### src/rtl/rxf_pkg.sv
package rxf_pkg;
    localparam int unsigned FIFO_DEPTH = 8;
    localparam int unsigned LEN_W      = 6;
    localparam int unsigned BITS_W     = 32;
    localparam int unsigned PTR_W      = $clog2(FIFO_DEPTH);
    localparam int unsigned CNT_W      = $clog2(FIFO_DEPTH + 1);

    typedef enum logic {
        KIND_ADDR = 1'b0,
        KIND_DATA = 1'b1
    } field_kind_e;

    typedef struct packed {
        logic [LEN_W-1:0]  len;
        field_kind_e       kind;
        logic [BITS_W-1:0] bits;
    } field_t;

    function automatic logic [PTR_W-1:0] ptr_next(input logic [PTR_W-1:0] p);
        if (p == PTR_W'(FIFO_DEPTH - 1)) return '0;
        return p + 1'b1;
    endfunction
endpackage

### src/rtl/rxf_store.sv
module rxf_store
    import rxf_pkg::*;
(
    input  logic             clk,
    input  logic             rst,
    input  logic             wr_en,
    input  field_t           wr_field,
    input  logic             pop,
    input  logic             flush,
    output field_t           head,
    output logic [CNT_W-1:0] count,
    output logic             full,
    output logic             empty
);
    field_t           mem [FIFO_DEPTH];
    logic [PTR_W-1:0] wr_ptr, rd_ptr;

    assign full  = (count == CNT_W'(FIFO_DEPTH));
    assign empty = (count == '0);
    assign head  = mem[rd_ptr];

    always_ff @(posedge clk) begin
        if (wr_en) mem[wr_ptr] <= wr_field;
    end

    always_ff @(posedge clk) begin
        if (rst || flush) begin
            wr_ptr <= '0;
            rd_ptr <= '0;
            count  <= '0;
        end else begin
            if (wr_en) wr_ptr <= ptr_next(wr_ptr);
            if (pop)   rd_ptr <= ptr_next(rd_ptr);
            case ({wr_en, pop})
                2'b10:   count <= count + 1'b1;
                2'b01:   count <= count - 1'b1;
                default: count <= count;
            endcase
        end
    end


    no_overflow_chk: assert property (@(posedge clk) disable iff (rst)
        count <= CNT_W'(FIFO_DEPTH));


    no_write_full_chk: assert property (@(posedge clk) disable iff (rst)
        wr_en |-> !full);


    no_pop_empty_chk: assert property (@(posedge clk) disable iff (rst)
        pop |-> !empty);


    flush_empties_chk: assert property (@(posedge clk) disable iff (rst)
        flush |=> (count == '0));
endmodule

### src/rtl/rxf_admit.sv
module rxf_admit
    import rxf_pkg::*;
(
    input  logic clk,
    input  logic rst,
    input  logic push,
    input  logic push_own,
    input  logic store_own,
    input  logic full,
    input  logic flush,
    input  logic clr,
    output logic wr_en,
    output logic overflow
);
    logic wanted, drop;

    assign wanted = push && !flush && (!push_own || store_own);
    assign wr_en  = wanted && !full;
    assign drop   = wanted && full;

    always_ff @(posedge clk) begin
        if (rst)       overflow <= 1'b0;
        else if (drop) overflow <= 1'b1;
        else if (clr)  overflow <= 1'b0;
    end


    drop_flags_chk: assert property (@(posedge clk) disable iff (rst)
        (push && full && !flush && (!push_own || store_own)) |=> overflow);


    own_no_flag_chk: assert property (@(posedge clk) disable iff (rst)
        (push && push_own && !store_own && !overflow && !full) |=> !overflow);
endmodule

### src/rtl/rxf_reader.sv
module rxf_reader
    import rxf_pkg::*;
(
    input  logic              clk,
    input  logic              rst,
    input  logic              hdr_rd,
    input  logic              data_rd,
    input  logic              flush,
    input  logic              clr,
    input  logic              empty,
    input  field_t            head,
    output logic              pop,
    output logic [LEN_W-1:0]  hdr_len,
    output field_kind_e       hdr_kind,
    output logic [BITS_W-1:0] data,
    output logic              order_err
);
    logic armed;
    logic bad_read;

    assign pop      = data_rd && !hdr_rd && armed && !flush;
    assign bad_read = data_rd && !flush && !pop;

    always_ff @(posedge clk) begin
        if (rst) begin
            armed     <= 1'b0;
            hdr_len   <= '0;
            hdr_kind  <= KIND_ADDR;
            data      <= '0;
            order_err <= 1'b0;
        end else begin
            if (flush) begin
                armed <= 1'b0;
            end else begin
                if (hdr_rd) begin
                    if (empty) begin
                        hdr_len  <= '0;
                        hdr_kind <= KIND_ADDR;
                        armed    <= 1'b0;
                    end else begin
                        hdr_len  <= head.len;
                        hdr_kind <= head.kind;
                        armed    <= 1'b1;
                    end
                end
                if (pop) begin
                    data  <= head.bits;
                    armed <= 1'b0;
                end else if (data_rd) begin
                    data  <= '0;
                end
            end
            if (bad_read)  order_err <= 1'b1;
            else if (clr)  order_err <= 1'b0;
        end
    end


    order_flag_chk: assert property (@(posedge clk) disable iff (rst)
        (data_rd && !armed && !flush) |=> (order_err && data == '0));


    armed_nonempty_chk: assert property (@(posedge clk) disable iff (rst)
        armed |-> !empty);
endmodule

### src/rtl/rxfield_fifo.sv
module rxfield_fifo
    import rxf_pkg::*;
(
    input  logic                  clk,
    input  logic                  rst,
    input  logic                  push_i,
    input  logic [LEN_W-1:0]      push_len_i,
    input  logic                  push_kind_i,
    input  logic [BITS_W-1:0]     push_bits_i,
    input  logic                  push_own_i,
    input  logic                  store_own_i,
    input  logic                  hdr_rd_i,
    input  logic                  data_rd_i,
    input  logic                  flush_i,
    input  logic                  status_clr_i,
    output logic [LEN_W-1:0]      hdr_len_o,
    output logic                  hdr_kind_o,
    output logic [BITS_W-1:0]     data_o,
    output logic [CNT_W-1:0]      count_o,
    output logic                  full_o,
    output logic                  empty_o,
    output logic                  overflow_o,
    output logic                  order_err_o
);
    field_t      in_field, head;
    logic        wr_en, pop;
    field_kind_e kind_q;

    assign in_field.len  = push_len_i;
    assign in_field.kind = field_kind_e'(push_kind_i);
    assign in_field.bits = push_bits_i;

    rxf_admit u_admit (
        .clk(clk), .rst(rst), .push(push_i), .push_own(push_own_i),
        .store_own(store_own_i), .full(full_o), .flush(flush_i),
        .clr(status_clr_i), .wr_en(wr_en), .overflow(overflow_o)
    );

    rxf_store u_store (
        .clk(clk), .rst(rst), .wr_en(wr_en), .wr_field(in_field),
        .pop(pop), .flush(flush_i), .head(head), .count(count_o),
        .full(full_o), .empty(empty_o)
    );

    rxf_reader u_reader (
        .clk(clk), .rst(rst), .hdr_rd(hdr_rd_i), .data_rd(data_rd_i),
        .flush(flush_i), .clr(status_clr_i), .empty(empty_o), .head(head),
        .pop(pop), .hdr_len(hdr_len_o), .hdr_kind(kind_q), .data(data_o),
        .order_err(order_err_o)
    );

    assign hdr_kind_o = kind_q;


    flags_match_chk: assert property (@(posedge clk) disable iff (rst)
        !(full_o && empty_o));
endmodule

### config.mk
export PLATFORM = sky130hd
export DESIGN_NAME = rxfield_fifo
export DESIGN_NICKNAME = d
export VERILOG_FILES = /design/src/rtl/rxf_pkg.sv /design/src/rtl/rxf_store.sv /design/src/rtl/rxf_admit.sv /design/src/rtl/rxf_reader.sv /design/src/rtl/rxfield_fifo.sv
export SDC_FILE = /design/constraint.sdc
export NUM_CORES = 1
export LEC_CHECK = 0
export ABC_AREA = 0
export BUFFER_PORTS_ARGS = -buffer_cell sky130_fd_sc_hd__buf_2
export CELL_PAD_IN_SITES_DETAIL_PLACEMENT = 1
export CELL_PAD_IN_SITES_GLOBAL_PLACEMENT = 2
export CORE_UTILIZATION = 51
export CTS_CLUSTER_SIZE = 16
export DETAILED_ROUTE_END_ITERATION = 6
export PLACE_DENSITY = 0.89
export SLEW_MARGIN = 25
export SYNTH_ARGS = -nofsm -noshare
export SYNTH_HDL_FRONTEND = slang
export SYNTH_HIERARCHICAL = 1
export SYNTH_SLANG_ARGS = --single-unit
export TNS_END_PERCENT = 5
### constraint.sdc
create_clock -name clk -period 8.6 [get_ports clk]
set_input_delay 1.72 -clock clk [delete_from_list [all_inputs] [get_ports clk]]
set_output_delay 1.72 -clock clk [all_outputs]
set_load 0.05 [all_outputs]
==> run_results.csv <==
group,metric,value,unit
synth,ys_top_cells_by_area,"edfxtp_1 68%, mux4_2 13%, dfxtp_1 7.9%, mux2_4 2.2%, a22o_1 2.0%",
synth,synth_fa_ha_area_share,0.6311,%
sta,final-hold-violation-count,0,
clock_network,clkLatencyLatePin,0.52,ns
pwr,internal_power,2.870,mW
layout,final_layout_size_suffix_gt1_share,37.31,%
synth,synthSimpleGateAreaFrac,2.479,%
drt,viasPerCell,5.922,
grt,grt_overflow,0,
synth,synth_xor_area_share,0.1893,%
critical_path,critPathMaxFanout,22,
pwr,power.switching,0.6905,mW
critical_path,crit_path_start_kind,"input pin",
sta,worst_slew_pin_slew,0.9787,ns
layout,layout_common_cells,"312 x edfxtp_1, 94 x buf_2, 78 x mux4_2, 52 x dfxtp_1, 39 x clkbuf_16",
layout,nNetsFinal,822,
clock_network,tritoncts,"built",
clock_network,htreeDepth,2,
sta,max_freq,235.4,MHz
synth,ys_ff_latch,367,
synth,ys_types,37,
drt,vias,6739,
drt,routed_wl,29.51,mm
layout,final_common_cell,"edfxtp_1",
clock_network,cts.sinks,367,
floorplan,io_pins,95,
layout,multi_input_area,0.003243,mm2
grt,antenna_found_initial,1,
synth,ys_warn_count,6,
drt,wl_per_cell,25.93,um
sta,layout_min_cycle_time,4.248,ns
synth,syn_avg_cell_area,21.42,um2
pwr,power.share.clock,43.3,%
floorplan,start_util,51.78,%
sta,clock_skew,0.01636,ns
sta,post-route-period-util,49.39,%
worst_hold_path,min_path_type,"reg -> reg",
pwr,seqPwrFrac,54.5,%
placed_design,io_buffers,94,
clock_network,cts_resized,0,
sta,rsz0062_at_grt,"no",
drt,wl_met2,15.55,mm
layout,finalNonFillerCells,1138,
sta,relSlewSlack,34.15,%
critical_path,worstSetupPathType,"in -> reg",
pwr,switching_share,19.39,%
pwr,vdd_drop_max,0.0001377,V
clock_network,cts_buffers,37,
grt,grt_pass1_wl,45.35,mm
synth,syn_nets,703,
placed_design,hpwl,17.61,mm
synth,synth_compound_area_share,2.822,%
layout,n_fill_cell,2263,
clock_network,clockBufferDepth,3,
clock_network,cts_root_buffer,"clkbuf_16",
floorplan,num_rows,60,
drt,final_antenna_net_count,0,
floorplan,dieArea,0.02787,mm2
drt,route.detailed.drc,0,
synth,yosysTopAreaCell,"edfxtp_1",
clock_network,postCtsSetupRepairBufs,0,
placed_design,placed_area,0.01487,mm2
layout,seqCellArea,0.01048,mm2
layout,fin_area,0.01608,mm2
synth,syn_area,0.01388,mm2
clock_network,cts.hold.buffers_added,0,
placed_design,post-place-ws,3.818,ns
floorplan,fp.coreArea,0.02680,mm2
pwr,p_leak,5.358,nW
layout,area_delta_synth_final,15.84,%
synth,ys_seq_area_share,75.45,%
synth,synthCells,648,
drt,routed-wl-met3,1.257,mm
critical_path,cp_data_required_time,8.78,ns
grt,gr-usage-all-layers,22.04,%
critical_path,endpoint_kind,"flip-flop",
sta,setup_viol,0,
synth,synthMuxAreaShare,16.80,%
sta,setup_slack,4.352,ns
floorplan,fp.dieW,167.0,um
grt,grt_pass1_vias,7496,
drt,m1WireLength,11.94,mm
floorplan,die-height,167.0,um
pwr,power.density,221.5,mW/mm2
critical_path,worst_ep_arrival_time,4.42,ns
job,max-cap-violations,0,
drt,topRoutingLayerUsed,"met4",
synth,synth_top_family_by_area,"multiplexers",
placed_design,place_congestion,0.7389,
clock_network,clkSlewWorstSetupHoldPaths,0.06,ns
grt,grt_max_degree,45,
sta,setup-tns-final,0,ns
drt,first_iter_violations,487,
sta,drv_slew,0,
synth,synth_top_area_share,67.51,%
pwr,combPwrFrac,2.2,%
placed_design,dp_cells,1068,
drt,drt-pass1-iter-count,4,
run_status,status,"complete, no violations",
power groups by stage:
| stage | combinational, mW | clock, mW | sequential, mW |
|---|---|---|---|
| 2_1_floorplan | 0.0303 | 0 | 1.98 |
| 3_3_place_gp | 0.0713 | 0 | 1.98 |
| 3_5_place_dp | 0.0783 | 0 | 1.98 |
| 4_1_cts | 0.0786 | 1.57 | 1.94 |
| 5_1_grt | 0.0860 | 1.62 | 1.94 |
| 6_report | 0.0792 | 1.54 | 1.94 |
worst max-delay path: stages:
cell	delay, ns
buf_2	0.17
nor4_1	0.86
nand2b_1	0.48
nor2_4	0.71
buf_4	0.47
area by class of cell:
cell class | instances | area share [%]
sequential | 367 | 65.19
inverter | 3 | 0.07005
multi-input combinational | 246 | 20.17
clock inverter | 13 | 0.5370
timing repair buffer | 112 | 4.608
tap | 341 | 2.654
antenna | 1 | 0.01557
clock buffer | 55 | 6.756
synthesized netlist by cell type (all sizes together):
cell type	instances
or3b	1
nor2	19
a22o	32
o22ai	1
edfxtp	312
dfxtp	55
nor2b	4
xor2	3
or2b	1
nand3	7
o41ai	1
o21ai	2
mux2i	6
ha	7
a21oi	12
a2bb2oi	1
clkbuf	12
a32o	1
buf	20
or3	2
nor3b	3
or2	1
inv	3
nand2b	7
nor4b	1
nor3	3
mux2	39
nor4	2
nand2	11
nand3b	1
mux4	78
per-layer routing:
layer  vias up  GRT usage [%]
met1      3600          28.34
li1       2907              -
met5         -              0
met4         0          7.287
met2       181          38.06
met3        51          3.969
cells by family after synthesis:
| group | Yosys count |
|---|---|
| flip-flops | 367 |
| multiplexers | 123 |
| AND/OR/NAND/NOR | 63 |
| AO/OA/AOI/OAI | 50 |
| buffers and inverters | 35 |
| adder cells (fa/ha/maj) | 7 |
| XOR/XNOR | 3 |
metrics by stage:
| step | total power, mW | util [%] | hold WS [ns] |
|---|---|---|---|
| global placement | 2.049 | 54.87 | 0.4438 |
| floorplan | 2.013 | - | 0.4638 |
| global route | 3.652 | 59.98 | 0.4939 |
| finish | 3.561 | 59.98 | 0.4590 |
| CTS | 3.587 | 59.87 | 0.4552 |
| detailed placement | 2.057 | 55.49 | 0.4490 |
path summary, 6_finish.rpt:
path | to | depth (start not counted) | start | slack [ns]
max | u_store/mem[2][37] | 5 | flush_i | 4.35
min reg2reg | u_reader/hdr_len[1] | 2 | u_reader/hdr_len[1] | 0.46
min | u_reader/hdr_len[1] | 2 | u_reader/hdr_len[1] | 0.46
max reg2reg | u_store/mem[2][37] | 5 | u_store/count[1] | 5.11
state kept, by name (all words and copies together), names as in the netlist, named ones only:
| register | count |
|---|---|
| u_reader/order_err | 1 |
| u_reader/hdr_len | 6 |
| u_store/rd_ptr | 3 |
| u_admit/overflow | 1 |
| u_reader/hdr_kind | 1 |
| u_store/wr_ptr | 3 |
| u_store/mem | 312 |
| u_reader/data | 32 |
| u_store/count | 4 |
| u_reader/armed | 1 |
Note: power is estimated with default switching activity, not from simulation.
